[src/rtl/prc_pkg.sv]
package prc_pkg;
    localparam int DATA_W   = 8;
    localparam int INSTR_W  = 16;
    localparam int PROG_AW  = 9;
    localparam int REG_CNT  = 32;
    localparam int REG_AW   = $clog2(REG_CNT);
    localparam int OPORT_W  = 3;
    localparam int IPORT_W  = 4;

    typedef enum logic [2:0] {
        OP_EMIT = 3'd0, OP_JUMP = 3'd1, OP_FETCH = 3'd2, OP_TEST = 3'd3,
        OP_EXT  = 3'd4, OP_LOAD = 3'd5, OP_ADDR  = 3'd6, OP_ADDI = 3'd7
    } opc_e;

    typedef enum logic [1:0] {
        SUB_NOP = 2'b00, SUB_TABLE = 2'b01, SUB_PORT = 2'b10, SUB_MOVE = 2'b11
    } sub_e;

    typedef struct packed {
        opc_e                op;
        sub_e                sub;
        logic [REG_AW-1:0]   src;
        logic [REG_AW-1:0]   dst;
        logic [DATA_W-1:0]   imm;
        logic [OPORT_W-1:0]  oport;
        logic [IPORT_W-1:0]  iport;
        logic [PROG_AW-1:0]  target;
    } dec_t;
endpackage

[src/rtl/prc_decode.sv]
module prc_decode
    import prc_pkg::*;
(
    input  logic [INSTR_W-1:0] instr,
    output dec_t               dec
);
    logic bank;
    assign bank = instr[3];

    always_comb begin
        dec.op     = opc_e'(instr[2:0]);
        dec.sub    = sub_e'(instr[15:14]);
        dec.src    = {bank, instr[11:8]};
        dec.dst    = {bank, instr[7:4]};
        dec.imm    = instr[15:8];
        dec.oport  = instr[6:4];
        dec.iport  = (dec.op == OP_FETCH) ? {1'b0, instr[10:8]} : instr[11:8];
        dec.target = {bank, instr[15:8]};
    end
endmodule

[src/rtl/prc_regfile.sv]
module prc_regfile #(
    parameter int DW    = 8,
    parameter int DEPTH = 32,
    localparam int AW   = $clog2(DEPTH)
) (
    input  logic          clk,
    input  logic          we,
    input  logic [AW-1:0] waddr,
    input  logic [DW-1:0] wdata,
    input  logic [AW-1:0] raddr_s,
    input  logic [AW-1:0] raddr_d,
    output logic [DW-1:0] rdata_s,
    output logic [DW-1:0] rdata_d
);
    logic [DW-1:0] mem [DEPTH];

    always_ff @(posedge clk) begin
        if (we) mem[waddr] <= wdata;
    end

    assign rdata_s = mem[raddr_s];
    assign rdata_d = mem[raddr_d];
endmodule

[src/rtl/prc_adder.sv]
module prc_adder #(
    parameter int DW = 8
) (
    input  logic [DW-1:0] a,
    input  logic [DW-1:0] b,
    input  logic          cin,
    output logic [DW-1:0] sum,
    output logic          cout
);
    logic [DW:0] full;
    assign full = {1'b0, a} + {1'b0, b} + {{DW{1'b0}}, cin};
    assign sum  = full[DW-1:0];
    assign cout = full[DW];
endmodule

[src/rtl/prc_core.sv]
module prc_core
    import prc_pkg::*;
(
    input  logic                clk,
    input  logic                rst,
    input  logic                run_en,
    output logic [PROG_AW-1:0]  rom_addr,
    input  logic [INSTR_W-1:0]  rom_data,
    output logic [OPORT_W-1:0]  out_port_sel,
    output logic [DATA_W-1:0]   out_data,
    output logic                out_strobe,
    output logic [IPORT_W-1:0]  in_port_sel,
    input  logic [DATA_W-1:0]   in_port_data,
    input  logic [DATA_W-1:0]   aux_data,
    output logic [DATA_W:0]     xlat_addr,
    input  logic [DATA_W-1:0]   xlat_data,
    output logic [DATA_W-1:0]   acc_a,
    output logic [DATA_W-1:0]   acc_b,
    output logic                carry_flag
);
    dec_t               dec;
    logic [PROG_AW-1:0] pc, nxt_pc;
    logic [DATA_W-1:0]  a_q, b_q, nxt_a, nxt_b;
    logic               c_q, nxt_c;
    logic [DATA_W-1:0]  rd_s, rd_d, rf_wd, add_a, add_b, add_sum;
    logic               rf_we, add_co, strobe;

    prc_decode u_dec (.instr(rom_data), .dec(dec));

    prc_regfile #(.DW(DATA_W), .DEPTH(REG_CNT)) u_rf (
        .clk(clk), .we(rf_we), .waddr(dec.dst), .wdata(rf_wd),
        .raddr_s(dec.src), .raddr_d(dec.dst), .rdata_s(rd_s), .rdata_d(rd_d)
    );

    assign add_a = (dec.op == OP_FETCH) ? in_port_data :
                   (dec.op == OP_ADDI)  ? dec.imm : rd_s;
    assign add_b = (dec.op == OP_FETCH) ? aux_data : rd_d;

    prc_adder #(.DW(DATA_W)) u_add (
        .a(add_a), .b(add_b), .cin(c_q), .sum(add_sum), .cout(add_co)
    );

    always_comb begin
        nxt_pc = pc + 1'b1;
        nxt_a  = a_q;
        nxt_b  = b_q;
        nxt_c  = c_q;
        rf_we  = 1'b0;
        rf_wd  = rd_s;
        strobe = 1'b0;
        unique case (dec.op)
            OP_EMIT: begin
                nxt_a = rd_s; nxt_b = '0; nxt_c = 1'b0; strobe = 1'b1;
            end
            OP_JUMP: begin
                nxt_pc = dec.target; nxt_a = dec.imm; nxt_b = '0; nxt_c = 1'b0;
            end
            OP_FETCH: begin
                nxt_a = in_port_data; nxt_b = aux_data; nxt_c = add_co;
            end
            OP_TEST: begin
                nxt_a = dec.imm; nxt_b = rd_d; nxt_c = |(dec.imm & rd_d);
            end
            OP_EXT: begin
                unique case (dec.sub)
                    SUB_TABLE: begin
                        nxt_a = xlat_data; rf_wd = xlat_data; rf_we = 1'b1;
                        nxt_b = '0; nxt_c = 1'b0;
                    end
                    SUB_PORT: begin
                        nxt_a = in_port_data; rf_wd = in_port_data; rf_we = 1'b1;
                        nxt_b = '0; nxt_c = 1'b0;
                    end
                    SUB_MOVE: begin
                        nxt_a = rd_s; rf_wd = rd_s; rf_we = 1'b1;
                        nxt_b = '0; nxt_c = 1'b0;
                    end
                    SUB_NOP: ;
                endcase
            end
            OP_LOAD: begin
                nxt_a = dec.imm; rf_wd = dec.imm; rf_we = 1'b1;
                nxt_b = '0; nxt_c = 1'b0;
            end
            OP_ADDR, OP_ADDI: begin
                nxt_a = add_a; nxt_b = rd_d; nxt_c = add_co;
                rf_wd = add_sum; rf_we = 1'b1;
            end
        endcase
        if (!run_en) begin
            nxt_pc = pc; nxt_a = a_q; nxt_b = b_q; nxt_c = c_q;
            rf_we  = 1'b0; strobe = 1'b0;
        end
    end

    always_ff @(posedge clk) begin
        if (rst) begin
            pc <= '0; a_q <= '0; b_q <= '0; c_q <= 1'b0;
        end else begin
            pc <= nxt_pc; a_q <= nxt_a; b_q <= nxt_b; c_q <= nxt_c;
        end
    end

    assign rom_addr     = pc;
    assign out_port_sel = dec.oport;
    assign out_data     = rd_s;
    assign out_strobe   = strobe;
    assign in_port_sel  = dec.iport;
    assign xlat_addr    = {1'b0, b_q} + {{DATA_W{1'b0}}, c_q};
    assign acc_a        = a_q;
    assign acc_b        = b_q;
    assign carry_flag   = c_q;

    p_idle_quiet_r2: assert property (@(posedge clk) disable iff (rst)
        !run_en |-> (!out_strobe && !rf_we));
    p_idle_hold_r2: assert property (@(posedge clk) disable iff (rst)
        !run_en |=> (rom_addr == $past(rom_addr) && acc_a == $past(acc_a)
                     && carry_flag == $past(carry_flag)));
    p_step_pc_r2: assert property (@(posedge clk) disable iff (rst)
        (run_en && dec.op != OP_JUMP) |=> rom_addr == $past(rom_addr) + 1'b1);
    p_jump_dest_r5: assert property (@(posedge clk) disable iff (rst)
        (run_en && dec.op == OP_JUMP) |=>
            (rom_addr == $past(dec.target) && acc_b == '0 && !carry_flag));
    p_emit_clear_r4: assert property (@(posedge clk) disable iff (rst)
        (run_en && dec.op == OP_EMIT) |=> (acc_b == '0 && !carry_flag
                                           && acc_a == $past(out_data)));
    p_one_effect_r13: assert property (@(posedge clk) disable iff (rst)
        $onehot0({out_strobe, rf_we}));
    p_test_flag_r7: assert property (@(posedge clk) disable iff (rst)
        (run_en && dec.op == OP_TEST) |=> carry_flag == |(acc_a & acc_b));
endmodule

[config.mk]
export PLATFORM = sky130hd
export DESIGN_NAME = prc_core
export DESIGN_NICKNAME = d
export VERILOG_FILES = /design/src/rtl/prc_pkg.sv /design/src/rtl/prc_decode.sv /design/src/rtl/prc_regfile.sv /design/src/rtl/prc_adder.sv /design/src/rtl/prc_core.sv
export SDC_FILE = /design/constraint.sdc
export NUM_CORES = 1
export LEC_CHECK = 0
export ABC_AREA = 1
export BUFFER_PORTS_ARGS = -buffer_cell sky130_fd_sc_hd__buf_2
export CORE_MARGIN = 4
export CORE_UTILIZATION = 62
export DETAILED_ROUTE_END_ITERATION = 12
export PLACE_DENSITY = 0.88
export RECOVER_POWER = 25
export SKIP_LAST_GASP = 1
export SYNTH_ARGS = -nofsm -noshare
export SYNTH_HDL_FRONTEND = slang
export SYNTH_SLANG_ARGS = --single-unit
[constraint.sdc]
create_clock -name clk -period 5.45 [get_ports clk]
set_input_delay 1.09 -clock clk [delete_from_list [all_inputs] [get_ports clk]]
set_output_delay 1.09 -clock clk [all_outputs]
set_load 0.01 [all_outputs]
==> results of run 1 <==
==> kinds of logic after synthesis <==
| family | synth area share [%] |
|---|---|
| adders and majority gates | 1.398 |
| DFF | 53.32 |
| xor gates and xnor gates | 0.3983 |
| AOI/OAI and AO/OA | 8.682 |
| and+or+nand+nor | 30.11 |
| buffers and inverters | 6.088 |
==> power by group <==
part	leakage (nW)	total, W	internal [W]	switching (W)
clock	0.449	0.00194	0.00111	0.000831
combinational	3.84	0.000863	0.000235	0.000627
sequential	2.52	0.00249	0.00247	0.0000175
==> critical path, cell delays in order <==
cell and delay [ps]:
buf_4 140, inv_6 210, buf_12 250, clkbuf_1 600, nand2_1 150, nand3_1 130
nand3_1 90, nand2_1 140, nand2_1 80, nand3_1 210, nand2_2 100, nand2_1 70
nand2_1 50, nand2_1 150, ha_1 260, a31oi_1 260, or2_2 180, nand2_1 50
nand2_1 50, nand2_1 60, o21ai_0 200, o2111ai_2 120, buf_4 260
==> flip-flops by register name, indices dropped and copies added (netlist names) <==
register,flops
rom_addr,9
acc_a,8
acc_b,8
carry_flag,1
u_rf.mem,256
==> cell usage in the layout, fill, tap and decap left out, types with 2 or more instances in the layout <==
cell type / instances
inv_2: 4
a22oi_1: 76
nand4_1: 28
bufinv_16: 3
a31oi_1: 11
o21ai_0: 36
nor2_1: 76
fa_1: 2
buf_12: 11
nand2_1: 742
a21oi_1: 61
a21boi_0: 5
o2111ai_2: 6
nand3_1: 225
nor2_2: 3
ha_1: 14
dfxtp_1: 26
clkbuf_1: 46
o221ai_1: 3
nor3_2: 6
clkinv_2: 5
nand3_2: 8
nor2_4: 3
clkinv_1: 13
xnor2_1: 2
xor2_1: 5
a211oi_1: 5
o211ai_1: 4
nand2_2: 9
inv_1: 67
edfxtp_1: 256
buf_2: 51
clkbuf_16: 29
buf_4: 25
==> layout make-up <==
class                   instances  area, sq um  share of cell area [%]
flip-flops and latches        282         8208                   48.46
clock inverters                21        183.9                   1.086
inverters                      74        282.8                   1.669
multi-input cells            1338         6297                   37.18
well taps                     324        405.4                   2.393
clock buffers                  31        733.2                   4.329
repair buffers                131        828.3                   4.890
==> through the flow <==
| stage | area (sq um) | power [W] | setup slack, ps | utilization [%] |
|---|---|---|---|---|
| global placement | 16090 | 0.003351 | 873.2 | 65.98 |
| floorplan | 15390 | 0.003047 | 777.2 | - |
| CTS | 17010 | 0.005267 | 1333 | 69.74 |
| finish | 16940 | 0.005288 | 797.7 | 69.45 |
| global route | 16940 | 0.005455 | 595.0 | 69.45 |
| detailed placement | 16090 | 0.003367 | 776.0 | 65.98 |
==> Yosys cell counts, drive strengths merged, types with 2 or more instances <==
cell type and count:
clkbuf 20, nand2 751, o21ai 37, xnor2 2
o211ai 4, dfxtp 26, nand3 233, buf 87
nand4 28, ha 14, fa 2, a21oi 62
nor2 82, a22oi 76, a21boi 5, inv 72
o221ai 3, a31oi 11, a211oi 5, nor3 7
o2111ai 6, clkinv 2, xor2 5, edfxtp 256
==> worst max-delay path by stage <==
stage,from,end,slack [ps],cells after the start
finish,rom_data[8],u_rf.mem[0][5]$_DFFE_PP_,800,23
CTS,rom_data[3],u_rf.mem[0][6]$_DFFE_PP_,1330,20
global placement,rom_data[3],u_rf.mem[7][5]$_DFFE_PP_,870,19
detailed placement,rom_data[3],u_rf.mem[21][6]$_DFFE_PP_,780,20
global route,rom_data[8],u_rf.mem[0][5]$_DFFE_PP_,600,24
floorplan,rom_data[8],u_rf.mem[0][6]$_DFFE_PP_,780,24
==> per-layer routing <==
layer	global-route usage [%]	vias to the layer above	part of all wire (%)
li1	-	6280	-
met1	49.18	6622	36
met2	57.87	1288	45
met3	8.265	199	14
met4	14.77	2	5.0
met5	0	-	0.016
==> impl_metrics.toml, run 1 <==
[run_status]
outcome = "complete, no violations"

[setup_path]
r2r_setup_slack_ps = 1930
cp.required_ps = 5720
rr_worst_depth = 22
r2r-start = "u_rf.mem[29][0]$_DFFE_PP_"
path_class = "in -> reg"
critPathArrivalTime_ps = 4930
cp_max_fo = 38
critPathLaunchType = "input port"
r2r-end = "u_rf.mem[2][6]$_DFFE_PP_"
worstSetupEndpointType = "flip-flop"

[power_and_ir_drop]
leakagePower_nw = 6.817
p_per_area_nw_per_um2 = 312.2
ir_worst_vdd_v = 0.0002656

[sta]
clock_skew_ps = 14.83
worstMarginPinSlew_ps = 1137
hold_slack_ps = 471.6
rsz0062_at_grt = "false"
hold_viol_final = 0
finalSetupTns_ps = 0
period_minus_slack_ps = 4652
fmax_ghz = 0.2149
post-route-period-util_pct = 85.36
finalMaxSlewViolations = 0
setup_viol = 0
max_slew_margin_pct = 24.21

[floorplan]
dieWidth_um = 165.6
start_util_pct = 63.11
core_area_sq_um = 24390
die_area_sq_um = 27410
placementRows = 57
die_y_um = 165.6
pin_count = 94

[clock_tree]
cts_max_level = 1
worstSkewPairLatency_ps = 580
numClockSinks = 282
cts_buffers = 29
post-cts-setup-buffer-count = 0
cts_tree = "built"
clock_path_buffers = 3
hold_buffers = 0
cts_resized = 0
clk_pin_slew_ps = 60
root_buffer = "clkbuf_16"

[routing]
drt_iter0_drc = 2884
num_vias = 14390
vias_per_cell = 6.538
drc = 0
drtPass1Iterations = 8
ant_nets = 0
wl_per_cell_um = 22.96
wl_um = 50530

[grt]
antenna_found_initial = 1
grt.overflow.total = 0
grt_max_degree = 99
grt_pass1_wl_um = 76000
grt.total_usage_pct = 36.51
grt_pass1_vias = 13230

[synthesis]
yosysWarnings = 0
synth.top_cell.area_share_pct = 49.94
syn_area_per_cell_sq_um = 8.547
yosys_most_used_dff = "edfxtp_1"
synth_top_area_cell = "edfxtp_1"
synth_cell_type_count = 42
ys_ff_latch = 282
syn_nets = 1860
synth_edf_count = 256
synthTopCellsByArea = "edfxtp_1 50%, nand2_1 18%, nand3_1 7.3%"
async_flop_share_pct = 0
synth_area_sq_um = 15390
ys_seq_area_share_pct = 53.32
synthCells = 1801

[placement]
hpwlAfterDp_um = 33200
io_buffers = 93
gp_congestion = 1.003
place_inst = 2149

[hold_path]
holdPathStages = 2
hold_start = "acc_a[5]$_SDFFE_PP0P_"
min_path_type = "reg -> reg"
worstHoldEndpoint = "acc_a[5]$_SDFFE_PP0P_"

[final_layout]
areaGrowthSynthToFinish_pct = 10.05
layout-drive-gt1-share_pct = 8.950
antenna_cells = 0
fillers = 1881
stdcell_count = 2201
nets = 1915

[job]
cap_violations = 0
Power figures use the tool's default switching activity.
==> inputs of run 2 (changes only) <==
--- a/config.mk
+++ b/config.mk
@@ -5,12 +5,11 @@
 export SDC_FILE = /design/constraint.sdc
 export NUM_CORES = 1
 export LEC_CHECK = 0
-export ABC_AREA = 1
 export BUFFER_PORTS_ARGS = -buffer_cell sky130_fd_sc_hd__buf_2
 export CORE_MARGIN = 4
-export CORE_UTILIZATION = 62
+export CORE_UTILIZATION = 61
 export DETAILED_ROUTE_END_ITERATION = 12
-export PLACE_DENSITY = 0.88
+export PLACE_DENSITY = 0.87
 export RECOVER_POWER = 25
 export SKIP_LAST_GASP = 1
 export SYNTH_ARGS = -nofsm -noshare
==> impl_metrics.toml, run 2 <==
[sta]
max_slew_margin_pct = -11.68
worstMarginPinSlew_ps = 1662
setup_viol = 0
fin_ws_ps = 296.4
finalMaxSlewViolations = 36
post-route-period-util_pct = 94.56
period_minus_slack_ps = 5154
hold_viol_final = 0
clock_skew_ps = 23.84
fmax_ghz = 0.1940
rsz0062_at_grt = "false"

[run_status]
violations = "capacitance limit, slew limit"
outcome = "complete, but fails checks"

[synthesis]
ys_ff_latch = 282
yosysWarnings = 0
yosys_most_used_dff = "edfxtp_1"
synthTopCellsByArea = "edfxtp_1 51%, mux4_2 12%, mux2i_1 8.7%"
synth_most_common_cell = "edfxtp_1"
synth_top_area_cell = "edfxtp_1"
synthCells = 1111
syn_area_per_cell_sq_um = 13.49
async_flop_share_pct = 0
synth_cell_type_count = 61
yosys-top-cells-count = "256 x edfxtp_1, 131 x mux2i_1, 80 x mux4_2"
syn_nets = 1170
synth_area_sq_um = 14990
ys_seq_area_share_pct = 54.76
synth_edf_count = 256
synth.top_cell.area_share_pct = 51.29

[floorplan]
pin_count = 94
core_area_sq_um = 24250
start_util_pct = 61.81
die_y_um = 164.8
placementRows = 57
dieWidth_um = 164.8
die_area_sq_um = 27140

[grt]
grt_max_degree = 33
grt_pass1_wl_um = 68860
grt.total_usage_pct = 34.38
antenna_found_initial = 0
grt.overflow.total = 0
grt_pass1_vias = 10910

[routing]
wl_um = 46900
drtPass1Iterations = 7
drt_iter0_drc = 2065
vias_per_cell = 7.281
wl_per_cell_um = 29.61
drc = 0
num_vias = 11530
ant_nets = 0

[setup_path]
worst_path_max_delay_cell = "nor2_2"
critPathArrivalTime_ps = 5330
cpMostUsedCell = "mux4_2"
critPathLaunchType = "input port"
critical_path.cell_chain = "buf_4, buf_12, mux4_2, mux4_2, mux2_2, o21ai_1, nand3_1, ha_1, nor2b_1, o21ai_0, a21boi_0, nor2_1, a211o_1, a21oi_1, nor2_2"
worst-path-buf-inv = 2
cp_max_fo = 32
worstSetupEndpointType = "flip-flop"
slowest_delay_ps = 1000
cp.required_ps = 5630
path_class = "in -> reg"
critPathTopFamily = "simple AND/OR/NAND/NOR gates"

[clock_tree]
numClockSinks = 282
cts_buffers = 29
cts_resized = 0
clk_pin_slew_ps = 60
cts_tree = "built"
post-cts-setup-buffer-count = 0
cts_max_level = 1
root_buffer = "clkbuf_16"
worstSkewPairLatency_ps = 580
hold_buffers = 0
clock_path_buffers = 3

[placement]
io_buffers = 93
hpwlAfterDp_um = 32790
pre_cts_slack_ps = -199.6
gp_congestion = 1.050

[power_and_ir_drop]
leakagePower_nw = 6.093
p_per_area_nw_per_um2 = 312.6
ir_worst_vdd_v = 0.0002349

[final_layout]
antenna_cells = 0
nets = 1299
layout-drive-gt1-share_pct = 23.33
register_area_sq_um = 8208
fin_util_pct = 70.94
fillers = 1619
areaGrowthSynthToFinish_pct = 14.78
largest_register = "u_rf.mem"
mostFrequentLayoutCell = "edfxtp_1"
largest_reg_flops = 256
final_cell_mix = "256 x edfxtp_1, 131 x mux2i_1, 81 x buf_4"
multiInputGateArea_sq_um = 6335

[hold_path]
min_path_type = "reg -> reg"

[job]
cap_violations = 4
run 2: cell count changes after synthesis, moves of 59 or more:
| cell | before | now |
|---|---|---|
| nand2_1 | 742 | 71 |
| nand3_1 | 223 | 20 |
| mux2i_1 | 0 | 131 |
| mux4_2 | 0 | 80 |
| o22ai_1 | 1 | 65 |
| a22oi_1 | 76 | 17 |
run 2: final timing paths:
kind / from / end / slack [ps] / cells past startpoint
max: rom_data[8] / u_rf.mem[21][3]$_DFFE_PP_ / 300 / 15
min: acc_a[6]$_SDFFE_PP0P_ / acc_a[6]$_SDFFE_PP0P_ / 460 / 2
min reg2reg: acc_a[6]$_SDFFE_PP0P_ / acc_a[6]$_SDFFE_PP0P_ / 460 / 2
max reg2reg: u_rf.mem[23][0]$_DFFE_PP_ / u_rf.mem[25][6]$_DFFE_PP_ / 810 / 17
run 2: where the power goes:
part / internal (W) / switching [W] / leakage [nW]
logic: 0.000353 / 0.000552 / 3.12
registers: 0.00250 / 0.0000177 / 2.52
clock network: 0.00112 / 0.000840 / 0.453
total: 0.00397 / 0.00141 / 6.09
run 2: routing by layer:
layer | up-vias | GRT usage, % | share of wire (%)
met4 | 0 | 16.45 | 6.6
met5 | - | 0 | 0
met3 | 233 | 9.858 | 14
li1 | 4705 | - | -
met1 | 5528 | 44.72 | 34
met2 | 1067 | 53.80 | 46
run 2: per-stage QoR:
step	TNS (ps)	hold WS, ps	instances	area, sq um	total power (W)
after global placement	-1208	436.1	1533	16360	0.003418
final	0	455.6	1584	17200	0.005378
after CTS	0	454.6	1584	17290	0.005362
after floorplan	0	471.5	1111	15010	0.003077
after detailed placement	-7531	446.7	1533	16360	0.003437
after global routing	0	480.3	1584	17200	0.005530
run 2: logic make-up (layout without fill, tap and decap cells):
family          Yosys count  count (layout)  share of synthesized area (%)
flops                   282             282                          54.76
xor+xnor                  8               8                         0.4675
mux                     227             227                          22.01
simple gates            252             252                          8.615
fa+ha+maj                16              16                          1.436
compound gates          220             220                          9.575
buf+inv                 106             255                          3.139
run 2: area by class of cell:
class                           count  share of cell area, %
Clock buffer                       33                  4.306
Clock inverter                     18                  1.098
Inverter                           14                 0.3055
Multi-Input combinational cell    723                  36.82
Sequential cell                   282                  47.71
Tap cell                          324                  2.357
Timing Repair Buffer              190                  7.397
run 2: tightest hold or removal path: cells and delay by family, from the launching register on:
family | cells | cell delay [ps]
simple gates | 1 | 50
flops | 1 | 310
compound gates | 1 | 50
